File: src/rtl/popcnt_pkg.sv
package popcnt_pkg;
  typedef enum logic [1:0] {
    ST_WAIT    = 2'b00,
    ST_CAPTURE = 2'b01,
    ST_SCAN    = 2'b10,
    ST_REPORT  = 2'b11
  } ctl_state_e;
endpackage

File: src/rtl/popcnt_ctrl.sv
module popcnt_ctrl
  import popcnt_pkg::*;
(
  input  logic       clk,
  input  logic       rst_n,
  input  logic       start,
  input  logic       word_zero,
  input  logic       word_lsb,
  output ctl_state_e state,
  output logic       load_en,
  output logic       shift_en,
  output logic       incr_en,
  output logic       show_en
);
  ctl_state_e state_nx;

  always_comb begin
    state_nx = state;
    case (state)
      ST_WAIT:    if (start) state_nx = ST_CAPTURE;
      ST_CAPTURE: state_nx = ST_SCAN;
      ST_SCAN:    if (word_zero) state_nx = ST_REPORT;
      ST_REPORT:  state_nx = ST_WAIT;
      default:    state_nx = ST_WAIT;
    endcase
  end

  always_ff @(posedge clk) begin
    if (!rst_n) state <= ST_WAIT;
    else        state <= state_nx;
  end

  // Input-dependent (Mealy) datapath strobes
  always_comb begin
    load_en  = (state == ST_CAPTURE);
    shift_en = (state == ST_SCAN) && !word_zero;
    incr_en  = shift_en && word_lsb;
    show_en  = (state == ST_REPORT);
  end
endmodule

File: src/rtl/popcnt_datapath.sv
module popcnt_datapath #(
  parameter int W  = 8,
  parameter int CW = $clog2(W + 1)
) (
  input  logic          clk,
  input  logic          rst_n,
  input  logic          load_en,
  input  logic          shift_en,
  input  logic          incr_en,
  input  logic [W-1:0]  data_in,
  output logic          word_zero,
  output logic          word_lsb,
  output logic [CW-1:0] tally
);
  logic [W-1:0] word_q;
  logic [W-1:0] word_shr;

  function automatic logic [CW-1:0] tally_step(input logic [CW-1:0] t);
    return t + CW'(1);
  endfunction

  // Logical right shift by one, built bit by bit
  for (genvar i = 0; i < W; i++) begin : g_shr
    if (i == W - 1) begin : g_top
      assign word_shr[i] = 1'b0;
    end else begin : g_mid
      assign word_shr[i] = word_q[i+1];
    end
  end

  always_ff @(posedge clk) begin
    if (!rst_n) begin
      word_q <= '0;
      tally  <= '0;
    end else if (load_en) begin
      word_q <= data_in;
      tally  <= '0;
    end else begin
      if (shift_en) word_q <= word_shr;
      if (incr_en)  tally  <= tally_step(tally);
    end
  end

  assign word_zero = (word_q == '0);
  assign word_lsb  = word_q[0];
endmodule

File: src/rtl/popcnt_outstage.sv
module popcnt_outstage #(
  parameter int CW = 4
) (
  input  logic          show_en,
  input  logic [CW-1:0] tally,
  output logic          done,
  output logic [CW-1:0] count_out
);
  for (genvar i = 0; i < CW; i++) begin : g_gate
    assign count_out[i] = tally[i] & show_en;
  end
  assign done = show_en;
endmodule

File: src/rtl/popcount_fsmd.sv
module popcount_fsmd
  import popcnt_pkg::*;
#(
  parameter int W = 8,
  localparam int CW = $clog2(W + 1)
) (
  input  logic          clk,
  input  logic          rst_n,
  input  logic          start,
  input  logic [W-1:0]  data_in,
  output logic          done,
  output logic [CW-1:0] count_out
);
  ctl_state_e    state;
  logic          load_en;
  logic          shift_en;
  logic          incr_en;
  logic          show_en;
  logic          word_zero;
  logic          word_lsb;
  logic [CW-1:0] tally;
  logic [1:0]    state_bits;

  assign state_bits = state;

  popcnt_ctrl u_ctrl (
    .clk       (clk),
    .rst_n     (rst_n),
    .start     (start),
    .word_zero (word_zero),
    .word_lsb  (word_lsb),
    .state     (state),
    .load_en   (load_en),
    .shift_en  (shift_en),
    .incr_en   (incr_en),
    .show_en   (show_en)
  );

  popcnt_datapath #(.W(W), .CW(CW)) u_dp (
    .clk       (clk),
    .rst_n     (rst_n),
    .load_en   (load_en),
    .shift_en  (shift_en),
    .incr_en   (incr_en),
    .data_in   (data_in),
    .word_zero (word_zero),
    .word_lsb  (word_lsb),
    .tally     (tally)
  );

  popcnt_outstage #(.CW(CW)) u_out (
    .show_en   (show_en),
    .tally     (tally),
    .done      (done),
    .count_out (count_out)
  );
endmodule

File: config.mk
export PLATFORM = sky130hd
export DESIGN_NAME = popcount_fsmd
export DESIGN_NICKNAME = d
export VERILOG_FILES = /design/src/rtl/popcnt_pkg.sv /design/src/rtl/popcnt_ctrl.sv /design/src/rtl/popcnt_datapath.sv /design/src/rtl/popcnt_outstage.sv /design/src/rtl/popcount_fsmd.sv
export SDC_FILE = /design/constraint.sdc
export NUM_CORES = 1
export LEC_CHECK = 0
export BUFFER_PORTS_ARGS = -buffer_cell sky130_fd_sc_hd__buf_4
export CAP_MARGIN = 40
export CELL_PAD_IN_SITES_DETAIL_PLACEMENT = 1
export CELL_PAD_IN_SITES_GLOBAL_PLACEMENT = 1
export CORE_ASPECT_RATIO = 1.4
export CORE_MARGIN = 4
export CORE_UTILIZATION = 38
export DETAILED_ROUTE_END_ITERATION = 7
export GPL_ROUTABILITY_DRIVEN = 0
export HOLD_SLACK_MARGIN = 0.08
export PLACE_DENSITY_LB_ADDON = 0.1
export SLEW_MARGIN = 30
export SYNTH_ARGS = -nofsm -noshare
export SYNTH_HDL_FRONTEND = slang
export SYNTH_SLANG_ARGS = --single-unit
export TNS_END_PERCENT = 10
File: constraint.sdc
create_clock -name clk -period 1.79 [get_ports clk]
set_input_delay 0.358 -clock clk [delete_from_list [all_inputs] [get_ports clk]]
set_output_delay 0.358 -clock clk [all_outputs]
set_load 0.01 [all_outputs]
==> flow_summary.ini <==
[outcome]
status = finished clean

[clock_tree]
path_clk_slew_ns = 0.08
ctsHoldBuffers = 0
insertion_delay_ns = 0.27
clock_path_buffers = 2
root_buffer = clkbuf_4
cts_tree = built
clock-sinks = 14
post_cts_buffers = 0
cts_buffers = 3
h-tree-depth = 1
cts-resized-gates = 0

[logic_synthesis]
ys_ff_latch = 14
ys_seq_area_frac = 0.361
synth.distinct_cells = 27
syn_nets = 105
netlist_area_um2 = 777
yosysWarningCount = 0
synth_cells = 89
syn_avg_cell_area_um2 = 8.73

[detailed_routing]
routed_wl_mm = 1.63
drtPass1Iterations = 4
antenna_left = 0
drc = 0
wire_per_inst_um = 13.1
drt-vias-per-instance = 5.22
drtIter0Drc = 11
vias = 652

[global_routing]
grt_pass1_vias = 656
grt_pass1_wl_mm = 2.77
grt_antenna_before_repair = 0
grt_overflow = 0
track_usage = 0.137
grt_max_degree = 18

[sta]
fmax_mhz = 649
worstMarginPinSlew_ns = 0.531
fin_crit_ns = 1.54
setup_violations = 0
clock_skew_ns = 0.00439
tns_ns = 0
relSlewSlack = 0.643
rsz0062_at_grt = no
hold_viol = 0
hold_slack_ns = 0.360
finalMaxSlewViolations = 0
worst_slack_ns = 0.249
finalCritPeriodShare = 0.861

[final_layout]
seqCellArea_um2 = 280
postLayoutCellArea_um2 = 922
fin_nets = 122
nFillCells = 244
num_antenna_cells = 0
multi_input_area_um2 = 454
drive_gt1_frac = 0.212
areaGrowthSynthToFinish_pct = 18.7
final_cells = 125
utilization = 0.473

[worst_setup_path]
r2r_cells = 6
end_kind = output port
cp-start-kind = flip-flop
arrival_ns = 1.18
crit_end = count_out[3]
critPathMaxFanout = 5
r2r-end = u_dp.tally[3]
critPathKind = reg -> out
r2r-start = u_ctrl.state[0]
cp.required_ns = 1.43
cp-startpoint = u_ctrl.state[1]
ff2ff_setup_slack_ns = 0.32

[floorplan]
die_h_um = 61.5
dieArea_um2 = 2840
core_um2 = 1950
dieWidth_um = 46.2
start_util = 0.399
io_pins = 16
row_count = 19

[placement]
dpl_cell_area_um2 = 900
hpwl_mm = 1.27
pre_cts_slack_ns = 0.342
dp.cells = 122
port_buffers = 15

[hold_path]
min_path_type = in -> reg
hold_start = data_in[7]

[pwr]
irDropWorstVdd_uv = 541
p_total_mw = 1.02
p_leak_nw = 0.396
p_per_area_nw_per_um2 = 1100

[flow_run]
maxCapViolations = 0
[registers in the layout (all words and copies together), names as in the netlist]
| register | cells |
|---|---|
| u_dp.word_q | 8 |
| u_dp.tally | 4 |
| u_ctrl.state | 2 |
[cell usage in the layout (no fill, tap or decap)]
master | Yosys | layout
and2_1 | 12 | 12
nor2_1 | 2 | 2
inv_1 | 3 | 3
nor2b_1 | 1 | 1
and4b_1 | 1 | 1
o21ai_0 | 8 | 8
nor4_1 | 1 | 1
mux2i_1 | 7 | 7
a31oi_1 | 2 | 2
clkbuf_4 | 0 | 3
ha_1 | 5 | 5
nand3_1 | 5 | 5
nor4_2 | 1 | 1
buf_4 | 1 | 17
nand4_1 | 1 | 1
nor3b_1 | 1 | 1
or3_1 | 1 | 1
nand2_4 | 1 | 1
nand2_1 | 9 | 9
o221ai_1 | 1 | 1
a21o_1 | 1 | 1
dfxtp_1 | 14 | 14
nand2b_1 | 2 | 2
a21oi_1 | 3 | 3
xor2_1 | 2 | 2
[where the power goes]
| group | internal, mW | leakage (nW) | switching [mW] |
|---|---|---|---|
| clock network | 0.0778 | 0.0138 | 0.0918 |
| registers | 0.372 | 0.114 | 0.0606 |
| logic | 0.188 | 0.268 | 0.228 |
[cell families after synthesis]
group,Yosys count,share of synthesized area
and+or+nand+nor,38,0.283
xor gates and xnor gates,2,0.0225
buffers and inverters,8,0.0547
muxes,7,0.0902
AOI/OAI and AO/OA,15,0.108
DFF,14,0.361
adders and majority gates,5,0.0805
[how the worst min path moves through the flow]
stage,to,slack [ns],cells past startpoint
floorplan,u_dp.tally[3],0.45,2
detailed placement,u_dp.tally[3],0.51,2
global placement,u_dp.tally[3],0.49,2
CTS,u_dp.word_q[7],0.35,3
finish,u_dp.word_q[7],0.36,3
global route,u_dp.word_q[7],0.35,3
[cell usage after synthesis]
cell type / n / area [um^2]
and2_1: 12 / 75.1
nor4_1: 1 / 6.26
o21ai_0: 8 / 40.0
a21o_1: 1 / 7.51
o221ai_1: 1 / 8.76
buf_2: 1 / 5.00
ha_1: 5 / 62.6
nor2_1: 2 / 7.51
a21oi_1: 3 / 15.0
buf_6: 1 / 11.3
or3_1: 1 / 6.26
nor4_2: 1 / 12.5
and4b_1: 1 / 10.0
mux2i_1: 7 / 70.1
nand3_1: 5 / 25.0
nand2b_1: 2 / 12.5
nand2_4: 1 / 11.3
clkbuf_1: 2 / 7.51
nor2b_1: 1 / 6.26
dfxtp_1: 14 / 280
xor2_1: 2 / 17.5
buf_4: 1 / 7.51
nand4_1: 1 / 6.26
inv_1: 3 / 11.3
a31oi_1: 2 / 12.5
nand2_1: 9 / 33.8
nor3b_1: 1 / 7.51
[worst max-delay path, stage by stage, from the launching register on]
cell and delay (ns):
dfxtp_1 0.41, ha_1 0.24, and2_1 0.14, buf_4 0.11
[cell type report]
| type | instances | area share |
|---|---|---|
| timing repair buffer | 17 | 0.138 |
| sequential | 14 | 0.304 |
| tap | 21 | 0.0285 |
| multi-input combinational | 67 | 0.493 |
| clock buffer | 3 | 0.0244 |
| inverter | 3 | 0.0122 |
[per-layer routing]
layer  wire [um]  share of wire  global-route usage
met1         720           0.44               0.153
met5           0              0                   0
met4          19          0.012              0.0854
met2         814           0.50               0.226
met3          78          0.048              0.0351
Note: power is estimated with default switching activity, not from simulation.
